File: src/rtl/snadd_pkg.sv
package snadd_pkg;

  typedef enum logic [1:0] {
    NOTE_SM  = 2'b00,
    NOTE_OC  = 2'b01,
    NOTE_TC  = 2'b10,
    NOTE_TC2 = 2'b11
  } notation_e;

  typedef enum logic [1:0] {
    ST_IDLE = 2'b00,
    ST_CALC = 2'b01,
    ST_FIX  = 2'b10
  } stage_e;

endpackage

File: src/rtl/snadd_core.sv
module snadd_core #(
  parameter int unsigned MAG_W = 10
) (
  input  logic [1:0]       mode,
  input  logic             sub,
  input  logic [MAG_W:0]   a,
  input  logic [MAG_W:0]   b,
  output logic [MAG_W:0]   sum,
  output logic             ovf,
  output logic             need_fix
);
  import snadd_pkg::*;

  localparam int unsigned W = MAG_W + 1;

  // twos' complement: {ovf, sum}
  function automatic logic [W:0] tc_add(input logic [W-1:0] x, input logic [W-1:0] y,
                                        input logic s);
    logic [W-1:0] yy;
    logic [W-1:0] r;
    yy = s ? ~y : y;
    r  = x + yy + {{(W-1){1'b0}}, s};
    return {(x[W-1] == yy[W-1]) && (r[W-1] != x[W-1]), r};
  endfunction

  // ones' complement with end-around carry: {ovf, sum}
  function automatic logic [W:0] oc_add(input logic [W-1:0] x, input logic [W-1:0] y,
                                        input logic s);
    logic [W-1:0] yy;
    logic [W:0]   raw;
    logic [W-1:0] r;
    yy  = s ? ~y : y;
    raw = {1'b0, x} + {1'b0, yy};
    r   = raw[W-1:0] + {{(W-1){1'b0}}, raw[W]};
    return {(x[W-1] == yy[W-1]) && (r[W-1] != x[W-1]), r};
  endfunction

  // sign-and-magnitude: {need_fix, ovf, sum}; when need_fix the
  // magnitude field still has to be inverted in the next cycle
  function automatic logic [W+1:0] sm_add(input logic [W-1:0] x, input logic [W-1:0] y,
                                          input logic s);
    logic             ys;
    logic [MAG_W:0]   t;
    logic [MAG_W-1:0] xm;
    logic [MAG_W-1:0] ym;
    xm = x[MAG_W-1:0];
    ym = y[MAG_W-1:0];
    ys = y[W-1] ^ s;
    if (x[W-1] == ys) begin
      t = {1'b0, xm} + {1'b0, ym};
      return {1'b0, t[MAG_W], x[W-1], t[MAG_W-1:0]};
    end
    t = {1'b0, xm} + {1'b0, ~ym};
    if (t[MAG_W])
      return {1'b0, 1'b0, x[W-1], t[MAG_W-1:0] + {{(MAG_W-1){1'b0}}, 1'b1}};
    return {1'b1, 1'b0, ys, t[MAG_W-1:0]};
  endfunction

  logic [W:0]   tc_r;
  logic [W:0]   oc_r;
  logic [W+1:0] sm_r;

  always_comb begin
    tc_r = tc_add(a, b, sub);
    oc_r = oc_add(a, b, sub);
    sm_r = sm_add(a, b, sub);
    unique case (notation_e'(mode))
      NOTE_SM: begin
        sum      = sm_r[W-1:0];
        ovf      = sm_r[W];
        need_fix = sm_r[W+1];
      end
      NOTE_OC: begin
        sum      = oc_r[W-1:0];
        ovf      = oc_r[W];
        need_fix = 1'b0;
      end
      default: begin
        sum      = tc_r[W-1:0];
        ovf      = tc_r[W];
        need_fix = 1'b0;
      end
    endcase
  end

  always_comb begin
    a_r8_sm_fix_no_ovf: assert (!(need_fix && ovf));
  end

endmodule

File: src/rtl/snadd_recomp.sv
module snadd_recomp #(
  parameter int unsigned MAG_W = 10
) (
  input  logic [MAG_W:0] partial,
  output logic [MAG_W:0] fixed
);
  // the sign was settled in the first cycle; only the magnitude flips
  assign fixed = {partial[MAG_W], ~partial[MAG_W-1:0]};
endmodule

File: src/rtl/snadd_ctrl.sv
module snadd_ctrl (
  input  logic clk,
  input  logic rst_n,
  input  logic start,
  input  logic need_fix,
  output logic cap_en,
  output logic calc_stage,
  output logic fix_stage,
  output logic busy,
  output logic done
);
  import snadd_pkg::*;

  stage_e st_q;
  stage_e st_d;

  assign busy       = (st_q != ST_IDLE);
  assign cap_en     = start && (st_q == ST_IDLE);
  assign calc_stage = (st_q == ST_CALC);
  assign fix_stage  = (st_q == ST_FIX);

  always_comb begin
    st_d = st_q;
    unique case (st_q)
      ST_IDLE: if (start) st_d = ST_CALC;
      ST_CALC: st_d = need_fix ? ST_FIX : ST_IDLE;
      ST_FIX:  st_d = ST_IDLE;
      default: st_d = ST_IDLE;
    endcase
  end

  always_ff @(posedge clk or negedge rst_n) begin
    if (!rst_n) begin
      st_q <= ST_IDLE;
      done <= 1'b0;
    end else begin
      st_q <= st_d;
      done <= (calc_stage && !need_fix) || fix_stage;
    end
  end

  a_r2_done_not_busy: assert property (@(posedge clk) disable iff (!rst_n)
    done |-> !busy);
  a_r2_accept: assert property (@(posedge clk) disable iff (!rst_n)
    (start && !busy) |=> busy);
  a_r2_done_pulse: assert property (@(posedge clk) disable iff (!rst_n)
    done |=> !done);

endmodule

File: src/rtl/snadd_top.sv
module snadd_top #(
  parameter int unsigned MAG_W = 10
) (
  input  logic             clk,
  input  logic             rst_n,
  input  logic             start,
  input  logic [1:0]       mode,
  input  logic             sub,
  input  logic [MAG_W:0]   a,
  input  logic [MAG_W:0]   b,
  output logic             busy,
  output logic             done,
  output logic [MAG_W:0]   result,
  output logic             ovf
);
  import snadd_pkg::*;

  localparam int unsigned W = MAG_W + 1;

  logic [W-1:0] a_q;
  logic [W-1:0] b_q;
  logic [1:0]   mode_q;
  logic         sub_q;
  logic [W-1:0] res_q;
  logic         ovf_q;

  logic [W-1:0] core_sum;
  logic         core_ovf;
  logic         core_fix;
  logic [W-1:0] fixed_w;
  logic         cap_en;
  logic         calc_stage;
  logic         fix_stage;

  snadd_core #(.MAG_W(MAG_W)) core_i (
    .mode(mode_q), .sub(sub_q), .a(a_q), .b(b_q),
    .sum(core_sum), .ovf(core_ovf), .need_fix(core_fix)
  );

  snadd_recomp #(.MAG_W(MAG_W)) recomp_i (
    .partial(res_q), .fixed(fixed_w)
  );

  snadd_ctrl ctrl_i (
    .clk(clk), .rst_n(rst_n), .start(start), .need_fix(core_fix),
    .cap_en(cap_en), .calc_stage(calc_stage), .fix_stage(fix_stage),
    .busy(busy), .done(done)
  );

  always_ff @(posedge clk or negedge rst_n) begin
    if (!rst_n) begin
      a_q    <= '0;
      b_q    <= '0;
      mode_q <= '0;
      sub_q  <= 1'b0;
    end else if (cap_en) begin
      a_q    <= a;
      b_q    <= b;
      mode_q <= mode;
      sub_q  <= sub;
    end
  end

  always_ff @(posedge clk or negedge rst_n) begin
    if (!rst_n) begin
      res_q <= '0;
      ovf_q <= 1'b0;
    end else if (calc_stage) begin
      res_q <= core_sum;
      ovf_q <= core_ovf;
    end else if (fix_stage) begin
      res_q <= fixed_w;
      ovf_q <= 1'b0;
    end
  end

  assign result = res_q;
  assign ovf    = ovf_q;

  a_r3_ops_held: assert property (@(posedge clk) disable iff (!rst_n)
    busy |=> ($stable(a_q) && $stable(b_q) && $stable(mode_q) && $stable(sub_q)));
  a_r10_fix_only_sm: assert property (@(posedge clk) disable iff (!rst_n)
    fix_stage |-> (mode_q == NOTE_SM));
  a_r4_tc_one_cycle: assert property (@(posedge clk) disable iff (!rst_n)
    (calc_stage && mode_q[1]) |=> done);
  a_r8_sm_ovf_like_signs: assert property (@(posedge clk) disable iff (!rst_n)
    (done && ovf && mode_q == NOTE_SM) |-> (a_q[W-1] == (b_q[W-1] ^ sub_q)));

endmodule

File: config.mk
export PLATFORM = sky130hd
export DESIGN_NAME = snadd_top
export DESIGN_NICKNAME = d
export VERILOG_FILES = /design/src/rtl/snadd_pkg.sv /design/src/rtl/snadd_core.sv /design/src/rtl/snadd_recomp.sv /design/src/rtl/snadd_ctrl.sv /design/src/rtl/snadd_top.sv
export SDC_FILE = /design/constraint.sdc
export NUM_CORES = 1
export LEC_CHECK = 0
export BUFFER_PORTS_ARGS = -buffer_cell sky130_fd_sc_hd__buf_2
export CORE_MARGIN = 4
export CORE_UTILIZATION = 55
export DETAILED_ROUTE_END_ITERATION = 8
export MAX_ROUTING_LAYER = met4
export PLACE_DENSITY = 0.72
export SLEW_MARGIN = 20
export SYNTH_ARGS = -nofsm -noshare
export SYNTH_HDL_FRONTEND = slang
export SYNTH_SLANG_ARGS = --single-unit
File: constraint.sdc
create_clock -name clk -period 4.6 [get_ports clk]
set_input_delay 0.23 -clock clk [delete_from_list [all_inputs] [get_ports clk]]
set_output_delay 0.23 -clock clk [all_outputs]
set_load 0.01 [all_outputs]
; Word-level counts from Yosys, hierarchy flattened
; Cells that the tools add are included.
[totals]
regBits = 40
latchBits = 0
ram_bits = 0
romBits = 0
input_bits = 28
elab_cells = 56
memories = 0
[op_classes]
n_addsub = 7
mul = 0
div_mod_pow = 0
order_cmp = 0
n_eq_ne = 8
n_shift = 0
n_mux = 18
bitwise_logic = 4
reduce_logical = 10
[ops]
columns = operator, n
row1 = two-way mux 13 bit, 4
row2 = adder 10 x 10 -> 11 bit, 2
row3 = adder 11 x 1 -> 11 bit, 2
row4 = two-way mux 11 bit, 2
row5 = case mux 11 bit (2 select lines), 1
row6 = inverter 10 bit, 2
row7 = adder 11 x 11 -> 12 bit, 1
row8 = adder 11 bit, 1
row9 = inverter 11 bit, 1
row10 = adder 10 x 1 -> 10 bit (second input constant), 1
row11 = two-way mux 10 bit, 1
row12 = two-way mux 1 bit, 6
row13 = == test 2 x 1 -> 1 bit (second input constant), 2
row14 = logical AND 1 bit, 4
row15 = logical NOT 2 bit, 2
row16 = two-way mux 2 bit, 2
row17 = case mux 2 bit (2 select lines), 1
row18 = nonzero test 2 bit, 2
row19 = == test 1 bit, 2
row20 = == test 2 bit (second input constant), 1
row21 = inequality test 1 bit, 2
row22 = inequality test 2 bit (second input constant), 1
row23 = case mux 1 bit (2 select lines), 1
row24 = logical NOT 1 bit, 1
row25 = other kinds (2), 2

; Depth between registers and ports, before layout
; Gate-level depths: netlist of run 1.
[depth]
depth_word = 10
depth_mapped = 18

; Modules after synthesis
; Synthesis of run 1 repeated with hierarchy kept, for this count alone.
[hier_totals]
cells_unflattened = 461
hier_area_um2 = 4136.5
[modules_own_cells]
columns = module, n_inst, cells_per_inst, area_per_inst_um2, seq_area_each_um2
row1 = snadd_core, 1, 335, 2393.5, 0.0
row2 = snadd_top, 1, 103, 1572.8, 925.9
row3 = snadd_ctrl, 1, 12, 125.1, 75.1
row4 = snadd_recomp, 1, 11, 45.0, 0.0

; Least setup slack after synthesis of run 1
; No wires, ideal clock.
[synth_timing]
kind = reg-to-reg
from = reg sub_q
to = reg res_q[6] (netlist: result[6])
arrival_ns = 3.606
required_ns = 4.462
path_slack_ns = 0.857
stages_incl_launch_ff = 18
path_buffers = 1
period_less_slack_ns = 3.743
path_cell_list = dfrtp_1 > buf_1 > xor2_1 > ha_1 > a2111oi_2 > o21ai_1 > a41oi_2 > nor2b_1 > o21ai_0 > nand2b_1 > ha_1 > ha_1 > o2111a_1 > nand2_1 > xnor2_1 > a2111oi_2 > a221o_1 > a21oi_1
[synth_between]
elab_chain_cells = 6
[synth_rtl]
columns = item, line_no
row1 = "start, declared", snadd_top.sv:23  ; logic sub_q;
row2 = "start signal, assigned", snadd_top.sv:60  ; sub_q <= sub;
row3 = branches (longest 4 deep; another with adder 11 bit), -
row4 = case mux 11 bit (2 select lines) (*), snadd_core.sv:67  ; unique case (notation_e'(mode))
row5 = two-way mux 11 bit (*), snadd_top.sv:68  ; end else if (calc_stage) begin
row6 = "end signal, assigned", snadd_top.sv:69  ; res_q <= core_sum;
row7 = "end signal, assigned", snadd_top.sv:72  ; res_q <= fixed_w;
row8 = "end, declared", snadd_top.sv:24  ; logic [W-1:0] res_q;
; Every way passes the cells marked *. The select of a mux whose other input is x is not followed.
; A chain may end at the register's enable or synchronous reset.

; Worst setup path after layout of run 1
; Same ends and word-level chain as after synthesis.

==> results of run 1 <==
## routing by layer
layer	global-route usage [%]	share of wire, %	vias to the layer above
met5	-	0	-
met4	7.35	2.5	0
met3	4.36	6.9	26
met2	38.7	45	170
met1	34.8	46	1884
li1	-	-	1909
## placed cells by master (no fill, tap or decap), drive strengths merged, types with 3 or more instances in the layout
master	instances
nand2	34
o21ai	25
a221oi	3
xor2	28
a211o	3
nand2b	5
nor3	16
or2	8
o21a	3
nand4	6
a31oi	8
o22ai	3
mux2i	3
a211oi	8
ha	38
clkinv	3
a41oi	3
o21bai	5
nor4	3
dfrtp	40
nor3b	4
or3	6
o211ai	9
clkbuf	6
fa	4
buf	43
a2111oi	5
o311ai	3
inv	34
nor2	38
xnor2	23
a21oi	32
nand3	14
o2111ai	4
a21o	9
mux2	26
nor2b	5
## synth_stat cells (4+ instances only)
cell type | instances | area share [%]
dfrtp_1 | 40 | 23
ha_1 | 38 | 11
nor2_1 | 36 | 3.0
inv_1 | 34 | 2.9
nand2_1 | 33 | 2.8
a21oi_1 | 30 | 3.4
xor2_1 | 28 | 5.5
mux2_2 | 26 | 6.6
xnor2_1 | 23 | 4.5
o21ai_0 | 16 | 1.8
nand3_1 | 14 | 1.6
nor3_1 | 13 | 1.5
buf_2 | 10 | 1.1
a21o_1 | 9 | 1.5
a31oi_1 | 8 | 1.1
clkbuf_1 | 8 | 0.68
o211ai_1 | 8 | 1.4
o21ai_1 | 8 | 0.90
or2_2 | 6 | 0.84
or3_1 | 6 | 0.84
a211oi_1 | 5 | 0.84
nand2b_1 | 5 | 0.70
nand4_1 | 5 | 0.70
o21bai_1 | 5 | 0.84
buf_4 | 4 | 0.68
fa_1 | 4 | 1.8
nor2b_1 | 4 | 0.56
nor3b_1 | 4 | 0.68
## cells by family (layout without fill, tap and decap cells)
logic type	Yosys count	count (layout)	synth area share, %
and+or+nand+nor	148	148	17.5
AOI/OAI and AO/OA	142	142	23.2
adders and majority gates	42	42	12.5
xor gates and xnor gates	52	52	10.6
buffers and inverters	62	86	6.48
DFF	40	40	22.5
muxes	29	29	7.26
## through the flow
stage / hold slack (ns) / instance area, µm² / setup slack [ns] / std cells
floorplan: -0.0656 / 4440 / 0.857 / 515
global placement: 0.417 / 4640 / 0.756 / 633
detailed placement: 0.402 / 4640 / 0.656 / 633
CTS: 0.0707 / 4730 / 0.613 / 641
global route: 0.128 / 4730 / 0.221 / 641
finish: 0.0457 / 4730 / 0.593 / 641
## state kept, by name, indices dropped and copies added (netlist names)
signal,cells
a_q,11
b_q,11
ctrl_i.done,1
ctrl_i.st_q,2
mode_q,2
ovf,1
result,11
sub_q,1
## worst paths after layout
path | from | endpoint | slack, ns
worst max-delay path | sub_q | result[6] | 0.59
worst min-delay path | rst_n | result[6] | 0.05
worst max register to register | sub_q | result[6] | 0.59
worst min register to register | result[0] | result[0] | 0.52
max in group asynchronous | rst_n | b_q[8] | 3.97
min in group clk | a[10] | a_q[10] | 0.15
## worst reg2reg max path, cell delays in order, from the launching register on
cell and delay [ns]:
dfrtp_1 0.71, xor2_1 0.35, ha_1 0.34, a211oi_2 0.24
buf_4 0.18, o21ai_1 0.09, a41oi_2 0.25, nor2b_1 0.07
o21ai_0 0.15, nand2b_1 0.08, ha_1 0.19, ha_1 0.21
o2111a_1 0.19, nand2_1 0.10, xnor2_1 0.07, a2111oi_2 0.43
a221o_1 0.21, a21oi_1 0.04
## layout make-up
class / count / area [µm²]
Clock buffer: 6 / 82.6
Clock inverter: 2 / 10.0
Fill cell: 702 / 3080
Inverter: 35 / 131
Multi-Input combinational cell: 413 / 3160
Sequential cell: 40 / 1000
Tap cell: 102 / 128
Timing Repair Buffer: 43 / 220
==> impl_metrics.env, run 1 <==
export IMPL_first_pass_iters=7
export IMPL_relSlewSlack_pct=29.5
export IMPL_overflow=0
export IMPL_max_freq_mhz=250
export IMPL_period_needed_ns=4.01
export IMPL_place_gp_congestion=0.915
export IMPL_crit_path_frequent_cell="ha_1"
export IMPL_worstPathMaxFanout=13
export IMPL_hp_class="in -> async"
export IMPL_cp_cell_sequence="xor2_1 > ha_1 > a211oi_2 > buf_4 > o21ai_1 > a41oi_2 > nor2b_1 > o21ai_0 > nand2b_1 > ha_1 > ha_1 > o2111a_1 > nand2_1 > xnor2_1 > a2111oi_2 > a221o_1 > a21oi_1"
export IMPL_grt_pass1_wl_um=19300
export IMPL_cts_made_buffers=5
export IMPL_via_per_inst=6.22
export IMPL_ys_flop_type="dfrtp_1"
export IMPL_drt_wl_total_um=11800
export IMPL_cp_top_family="compound AO/OA/AOI/OAI gates"
export IMPL_ys_ff_latch=40
export IMPL_synth_edf_count=0
export IMPL_final_antenna_net_count=0
export IMPL_cap_violations=0
export IMPL_core_um2=7810
export IMPL_crit_type="reg -> reg"
export IMPL_die_h_um=97.9
export IMPL_syn_nets=585
export IMPL_hold_viol=0
export IMPL_hpwl_um=9410
export IMPL_io_pins=42
export IMPL_clk_path_buf_depth=2
export IMPL_nNetsFinal=608
export IMPL_clkLatencyLatePin_ns=0.31
export IMPL_grt_pass1_vias=3730
export IMPL_insertedDiodeCount=0
export IMPL_avgSynthCellArea_um2=8.63
export IMPL_ys_warn_count=0
export IMPL_finalSetupTns_ns=0
export IMPL_ys_seq_area_share_pct=22.5
export IMPL_start_util_pct=56.9
export IMPL_worst_slew_pin_transition_ns=1.06
export IMPL_drcViolationCount=0
export IMPL_ctsHoldBuffers=0
export IMPL_die_area_um2=9580
export IMPL_critPathBufInv=1
export IMPL_finalCritPeriodShare_pct=87.1
export IMPL_drtIter0Drc=329
export IMPL_cts_root_buf="clkbuf_8"
export IMPL_layout_drive_gt1_share_pct=19.3
export IMPL_crit_slowest_cell="dfrtp_1"
export IMPL_synth_cells=515
export IMPL_cts_tree="done"
export IMPL_grt_max_degree=41
export IMPL_post_cts_buffers=0
export IMPL_cp_start_kind="register"
export IMPL_ys_types=79
export IMPL_status="finished clean"
export IMPL_setup_viol=0
export IMPL_clock_skew_ns=0.0107
export IMPL_worst_endpoint_required_ns=4.78
export IMPL_final_util_pct=60.6
export IMPL_ff2ff_path_depth=17
export IMPL_cp_end_kind="register"
export IMPL_rsz0062_at_grt="no"
export IMPL_arrival_ns=4.19
export IMPL_die_w_um=97.9
export IMPL_vias=3989
export IMPL_netlist_area_um2=4440
export IMPL_slowest_delay_ns=0.71
export IMPL_grt_usage_pct=25.4
export IMPL_antenna_found_initial=0
export IMPL_cts_sinks=40
export IMPL_wl_per_cell_um=18.5
export IMPL_async_reset_ff_share_pct=100
export IMPL_cts_max_level=2
export IMPL_drv_slew=0
export IMPL_cts_resized=0
export IMPL_io_buffer_count=41
export IMPL_clk_pin_slew_ns=0.08
export IMPL_cp_depth=17
export IMPL_placementRows=32
export IMPL_area_growth_pct=6.39
Power of run 1 is not shown: default switching activity piles up to over one toggle a cycle in this logic, so the estimate is an artifact.
==> run 2, diff against run 1 <==
Settings changed: ABC_AREA set to 1, PLACE_DENSITY 0.72 to 0.75.
Clock period 4.6 ns to 3.5 ns, I/O delays scaled along.
==> impl_metrics.env, run 2 <==
export IMPL_synth_top_area_share_pct=23.6
export IMPL_vias=4147
export IMPL_violations="negative hold slack"
export IMPL_rsz0062_at_grt="yes"
export IMPL_placementRows=31
export IMPL_cts_sinks=40
export IMPL_finalCritPeriodShare_pct=99.0
export IMPL_syn_nets=678
export IMPL_die_h_um=95.8
export IMPL_clkLatencyLatePin_ns=0.29
export IMPL_insertedDiodeCount=0
export IMPL_drtIter0Drc=243
export IMPL_synth_common_cells="142 x nand2_1, 74 x inv_1, 54 x a21oi_1"
export IMPL_place_gp_congestion=0.964
export IMPL_overflow=0
export IMPL_drcViolationCount=0
export IMPL_async_reset_ff_share_pct=100
export IMPL_netlist_area_um2=4240
export IMPL_synthTopCellsByArea="dfrtp_1 24%, nand2_1 13%, ha_1 11%"
export IMPL_ys_seq_area_share_pct=23.6
export IMPL_drv_slew=0
export IMPL_avgSynthCellArea_um2=6.97
export IMPL_grt_max_degree=41
export IMPL_r2r_slack_ns=0.04
export IMPL_worstPathMaxFanout=7
export IMPL_core_um2=7370
export IMPL_num_fill_cells=691
export IMPL_yosysMostFrequentCell="nand2_1"
export IMPL_worst_slew_pin_transition_ns=0.993
export IMPL_cap_violations=0
export IMPL_hp_class="in -> async"
export IMPL_ys_ff_latch=40
export IMPL_clk_pin_slew_ns=0.08
export IMPL_hpwl_um=9350
export IMPL_via_per_inst=5.46
export IMPL_final_antenna_net_count=0
export IMPL_holdWs_ns=-0.00186
export IMPL_antenna_found_initial=0
export IMPL_io_pins=42
export IMPL_relSlewSlack_pct=33.6
export IMPL_ys_types=42
export IMPL_die_w_um=95.8
export IMPL_crit_type="reg -> reg"
export IMPL_reg2reg_from="sub_q"
export IMPL_cts_tree="done"
export IMPL_period_needed_ns=3.46
export IMPL_clk_path_buf_depth=2
export IMPL_multi_input_area_um2=2960
export IMPL_clock_skew_ns=0.00548
export IMPL_area_growth_pct=14.2
export IMPL_hold_viol=9
export IMPL_drt_wl_total_um=11600
export IMPL_final_cell_mix="135 x nand2_1, 73 x inv_1, 53 x a21oi_1"
export IMPL_wl_per_cell_um=15.3
export IMPL_synth_edf_count=0
export IMPL_die_area_um2=9180
export IMPL_start_util_pct=57.5
export IMPL_first_pass_iters=6
export IMPL_final_util_pct=65.7
export IMPL_cts_root_buf="clkbuf_8"
export IMPL_grt_usage_pct=26.1
export IMPL_setup_viol=0
export IMPL_final_common_cell="nand2_1"
export IMPL_io_buffer_count=41
export IMPL_r2r_end="ovf"
export IMPL_cts_max_level=2
export IMPL_ff2ff_path_depth=26
export IMPL_grt_pass1_wl_um=18000
export IMPL_grt_pass1_vias=3709
export IMPL_status="finished with violations"
export IMPL_nNetsFinal=730
export IMPL_max_freq_mhz=289
export IMPL_ys_flop_type="dfrtp_1"
export IMPL_cts_made_buffers=5
export IMPL_worst_endpoint_required_ns=3.69
export IMPL_cp_start_kind="register"
export IMPL_seq_area_um2=1000
export IMPL_layout_drive_gt1_share_pct=21.2
export IMPL_cp_end_kind="register"
export IMPL_synth_cells=608
export IMPL_yosysTopAreaCell="dfrtp_1"
export IMPL_arrival_ns=3.66
export IMPL_ys_warn_count=0
## run 2: cell count changes after synthesis, sizes merged, moves of 8 or more
cell | previous run | this run
nand2 | 34 | 149
nand3 | 14 | 59
inv | 34 | 78
a21oi | 32 | 58
xnor2 | 23 | 2
nor2 | 38 | 58
mux2 | 26 | 11
nor3 | 16 | 5
a211oi | 8 | 0
a21o | 9 | 1
buf | 18 | 10
o211ai | 9 | 1
## run 2: area by class of cell
class,instances,share of cell area (%)
multi-input cells,471,61.0
flip-flops and latches,40,20.7
repair buffers,64,8.04
inverters,78,6.05
well taps,99,2.56
clock buffers,6,1.50
clock inverters,1,0.103
## run 2: metal layers
| metal | GRT usage, % | up-vias | wire (µm) |
|---|---|---|---|
| met5 | - | - | 0 |
| met3 | 2.97 | 11 | 637 |
| li1 | - | 2092 | - |
| met2 | 43.8 | 132 | 5600 |
| met1 | 34.2 | 1912 | 5230 |
| met4 | 5.21 | 0 | 153 |
## run 2: cell families after synthesis
group                    after synthesis  share of synthesized area (%)
AO/OA/AOI/OAI                        108                           15.0
XOR/XNOR                              23                           5.11
adder cells (fa/ha/maj)               42                           13.1
buffers and inverters                 97                           9.39
flip-flops                            40                           23.6
multiplexers                          11                           2.92
AND/OR/NAND/NOR                      287                           30.8
## run 2: per-stage QoR
step	instances	setup slack, ns	area, µm²	hold slack (ns)	TNS [ns]
after global routing	759	-0.187	4840	0.0599	-0.540
after floorplan	608	0.142	4240	-0.121	0
final	759	0.0364	4840	-0.00186	0
after global placement	745	0.0955	4580	0.355	0
after CTS	752	0.0118	4680	0.0454	0
after detailed placement	745	-0.0373	4580	0.368	-0.0373
## run 2: worst max-delay path, cell delays in order (launching register included)
cell and delay [ns]:
dfrtp_2 0.46, buf_6 0.16, xor2_1 0.15, ha_1 0.33, nand2_2 0.10, nor2_4 0.15
nand3_2 0.11, nand3_2 0.11, a21oi_2 0.06, o21bai_1 0.16, ha_2 0.23, ha_4 0.14
inv_2 0.04, nor2_4 0.09, nand3_2 0.10, nor2_4 0.17, nand3_4 0.09, nor2_4 0.15
nand3_2 0.07, nand2_1 0.07, nand2_1 0.06, nand2_2 0.07, nand2_1 0.06, nand2_1 0.05
nand3_1 0.06, nand2_1 0.07, nand2_1 0.04
## run 2: worst max-delay path by stage
stage / from / to / slack, ns / cells past startpoint
floorplan: sub_q / ovf / 0.14 / 30
global placement: sub_q / ovf / 0.1 / 26
detailed placement: sub_q / ovf / -0.04 / 26
CTS: sub_q / ovf / 0.01 / 26
global route: sub_q / ovf / -0.19 / 26
finish: sub_q / ovf / 0.04 / 26
## run 2: what timing repair did
| item | CTS | global route |
|---|---|---|
| setup buffers | 0 | 7 |
| pin swaps | 0 | 18 |
| setup endpoints to repair | 2 | 6 |
| hold buffers | 0 | 0 |
| resized for setup | 4 | 25 |
Power of run 2 is left out for the same reason.
==> run 3, diff against run 2 <==
Settings changed: RECOVER_POWER set to 50.
==> impl_metrics.env, run 3 (synthesis results as in run 2) <==
export IMPL_vias=4160
export IMPL_antenna_found_initial=0
export IMPL_clk_pin_slew_ns=0.08
export IMPL_nNetsFinal=730
export IMPL_overflow=0
export IMPL_die_area_um2=9180
export IMPL_start_util_pct=57.5
export IMPL_area_growth_pct=14.0
export IMPL_seq_area_um2=1000
export IMPL_final_cell_area_um2=4830
export IMPL_worstPathMaxFanout=7
export IMPL_die_h_um=95.8
export IMPL_hold_path_startpoint="a[8]"
export IMPL_finalCritPeriodShare_pct=99.3
export IMPL_cp_depth=26
export IMPL_cts_tree="done"
export IMPL_drv_slew=41
export IMPL_grt_max_degree=41
export IMPL_core_um2=7370
export IMPL_r2r_slack_ns=0.02
export IMPL_final_common_cell="nand2_1"
export IMPL_arrival_ns=3.67
export IMPL_critPathBufInv=2
export IMPL_cp_end_kind="register"
export IMPL_place_gp_congestion=0.964
export IMPL_cp_start_kind="register"
export IMPL_setup_viol=0
export IMPL_crit_path_frequent_cell="nand2_1"
export IMPL_ctsHoldBuffers=0
export IMPL_max_freq_mhz=288
export IMPL_drcViolationCount=0
export IMPL_cts_made_buffers=5
export IMPL_clock_skew_ns=0.00551
export IMPL_period_needed_ns=3.48
export IMPL_drtIter0Drc=239
export IMPL_grt_pass1_wl_um=18000
export IMPL_cp_top_family="simple AND/OR/NAND/NOR gates"
export IMPL_final_cell_mix="135 x nand2_1, 73 x inv_1, 53 x a21oi_1"
export IMPL_grt_usage_pct=26.1
export IMPL_cts_root_buf="clkbuf_8"
export IMPL_insertedDiodeCount=0
export IMPL_final_antenna_net_count=0
export IMPL_multi_input_area_um2=2960
export IMPL_clk_path_buf_depth=2
export IMPL_finalSetupTns_ns=0
export IMPL_r2r_end="ovf"
export IMPL_io_pins=42
export IMPL_hold_viol=0
export IMPL_holdWs_ns=0.106
export IMPL_cts_max_level=2
export IMPL_post_place_ws_ns=-0.0373
export IMPL_reg2reg_from="sub_q"
export IMPL_hp_class="in -> reg"
export IMPL_slowest_delay_ns=0.46
export IMPL_clkLatencyLatePin_ns=0.29
export IMPL_violations="max-capacitance violations, max-slew violations"
export IMPL_status="finished with violations"
export IMPL_via_per_inst=5.48
export IMPL_drt_wl_total_um=11600
export IMPL_num_fill_cells=695
export IMPL_whs_path_depth=2
export IMPL_cap_violations=1
export IMPL_worst_slack_ns=0.0238
export IMPL_io_buffer_count=41
export IMPL_placed_area_um2=4580
export IMPL_worstHoldEndpoint="a_q[8]"
export IMPL_cts_sinks=40
export IMPL_crit_type="reg -> reg"
export IMPL_worst_slew_pin_transition_ns=2.13
export IMPL_crit_slowest_cell="dfrtp_2"
export IMPL_layout_drive_gt1_share_pct=20.5
export IMPL_placementRows=31
export IMPL_hpwl_um=9350
export IMPL_first_pass_iters=5
export IMPL_die_w_um=95.8
export IMPL_rsz0062_at_grt="yes"
export IMPL_relSlewSlack_pct=-41.9
export IMPL_wl_per_cell_um=15.3
export IMPL_ff2ff_path_depth=26
export IMPL_grt_pass1_vias=3709
export IMPL_worst_endpoint_required_ns=3.69
==> run 3: layout make-up <==
cell class,instances,area share (%)
Multi-Input combinational cell,471,61.1
Sequential cell,40,20.7
Timing Repair Buffer,64,7.92
Inverter,78,6.06
Tap cell,99,2.56
Clock buffer,6,1.50
Clock inverter,1,0.104
==> run 3: worst max-delay path by stage <==
stage	start	to
after floorplan	sub_q	ovf
after global placement	sub_q	ovf
after detailed placement	sub_q	ovf
after CTS	sub_q	ovf
after global routing	sub_q	ovf
final	sub_q	ovf
==> run 3: what timing repair did <==
item | 4_1_cts | 5_1_grt
cloned | 0 | 0
setup endpoints to repair | 2 | 6
pin swaps | 0 | 18
gates resized for setup | 4 | 25
buffers inserted | 0 | 7
==> run 3: stage by stage <==
step / std cells / utilization (%)
final: 759 / 65.6
after global routing: 759 / 65.6
after CTS: 752 / 63.5
after detailed placement: 745 / 62.2
after global placement: 745 / 62.2
after floorplan: 608 / -
==> run 3: layer usage <==
layer,GRT usage [%],vias up,part of all wire [%]
met5,-,-,0
met3,2.97,13,5.5
li1,-,2093,-
met1,34.2,1913,45
met4,5.21,0,1.3
met2,43.8,141,48
Power of run 3 is left out for the same reason.
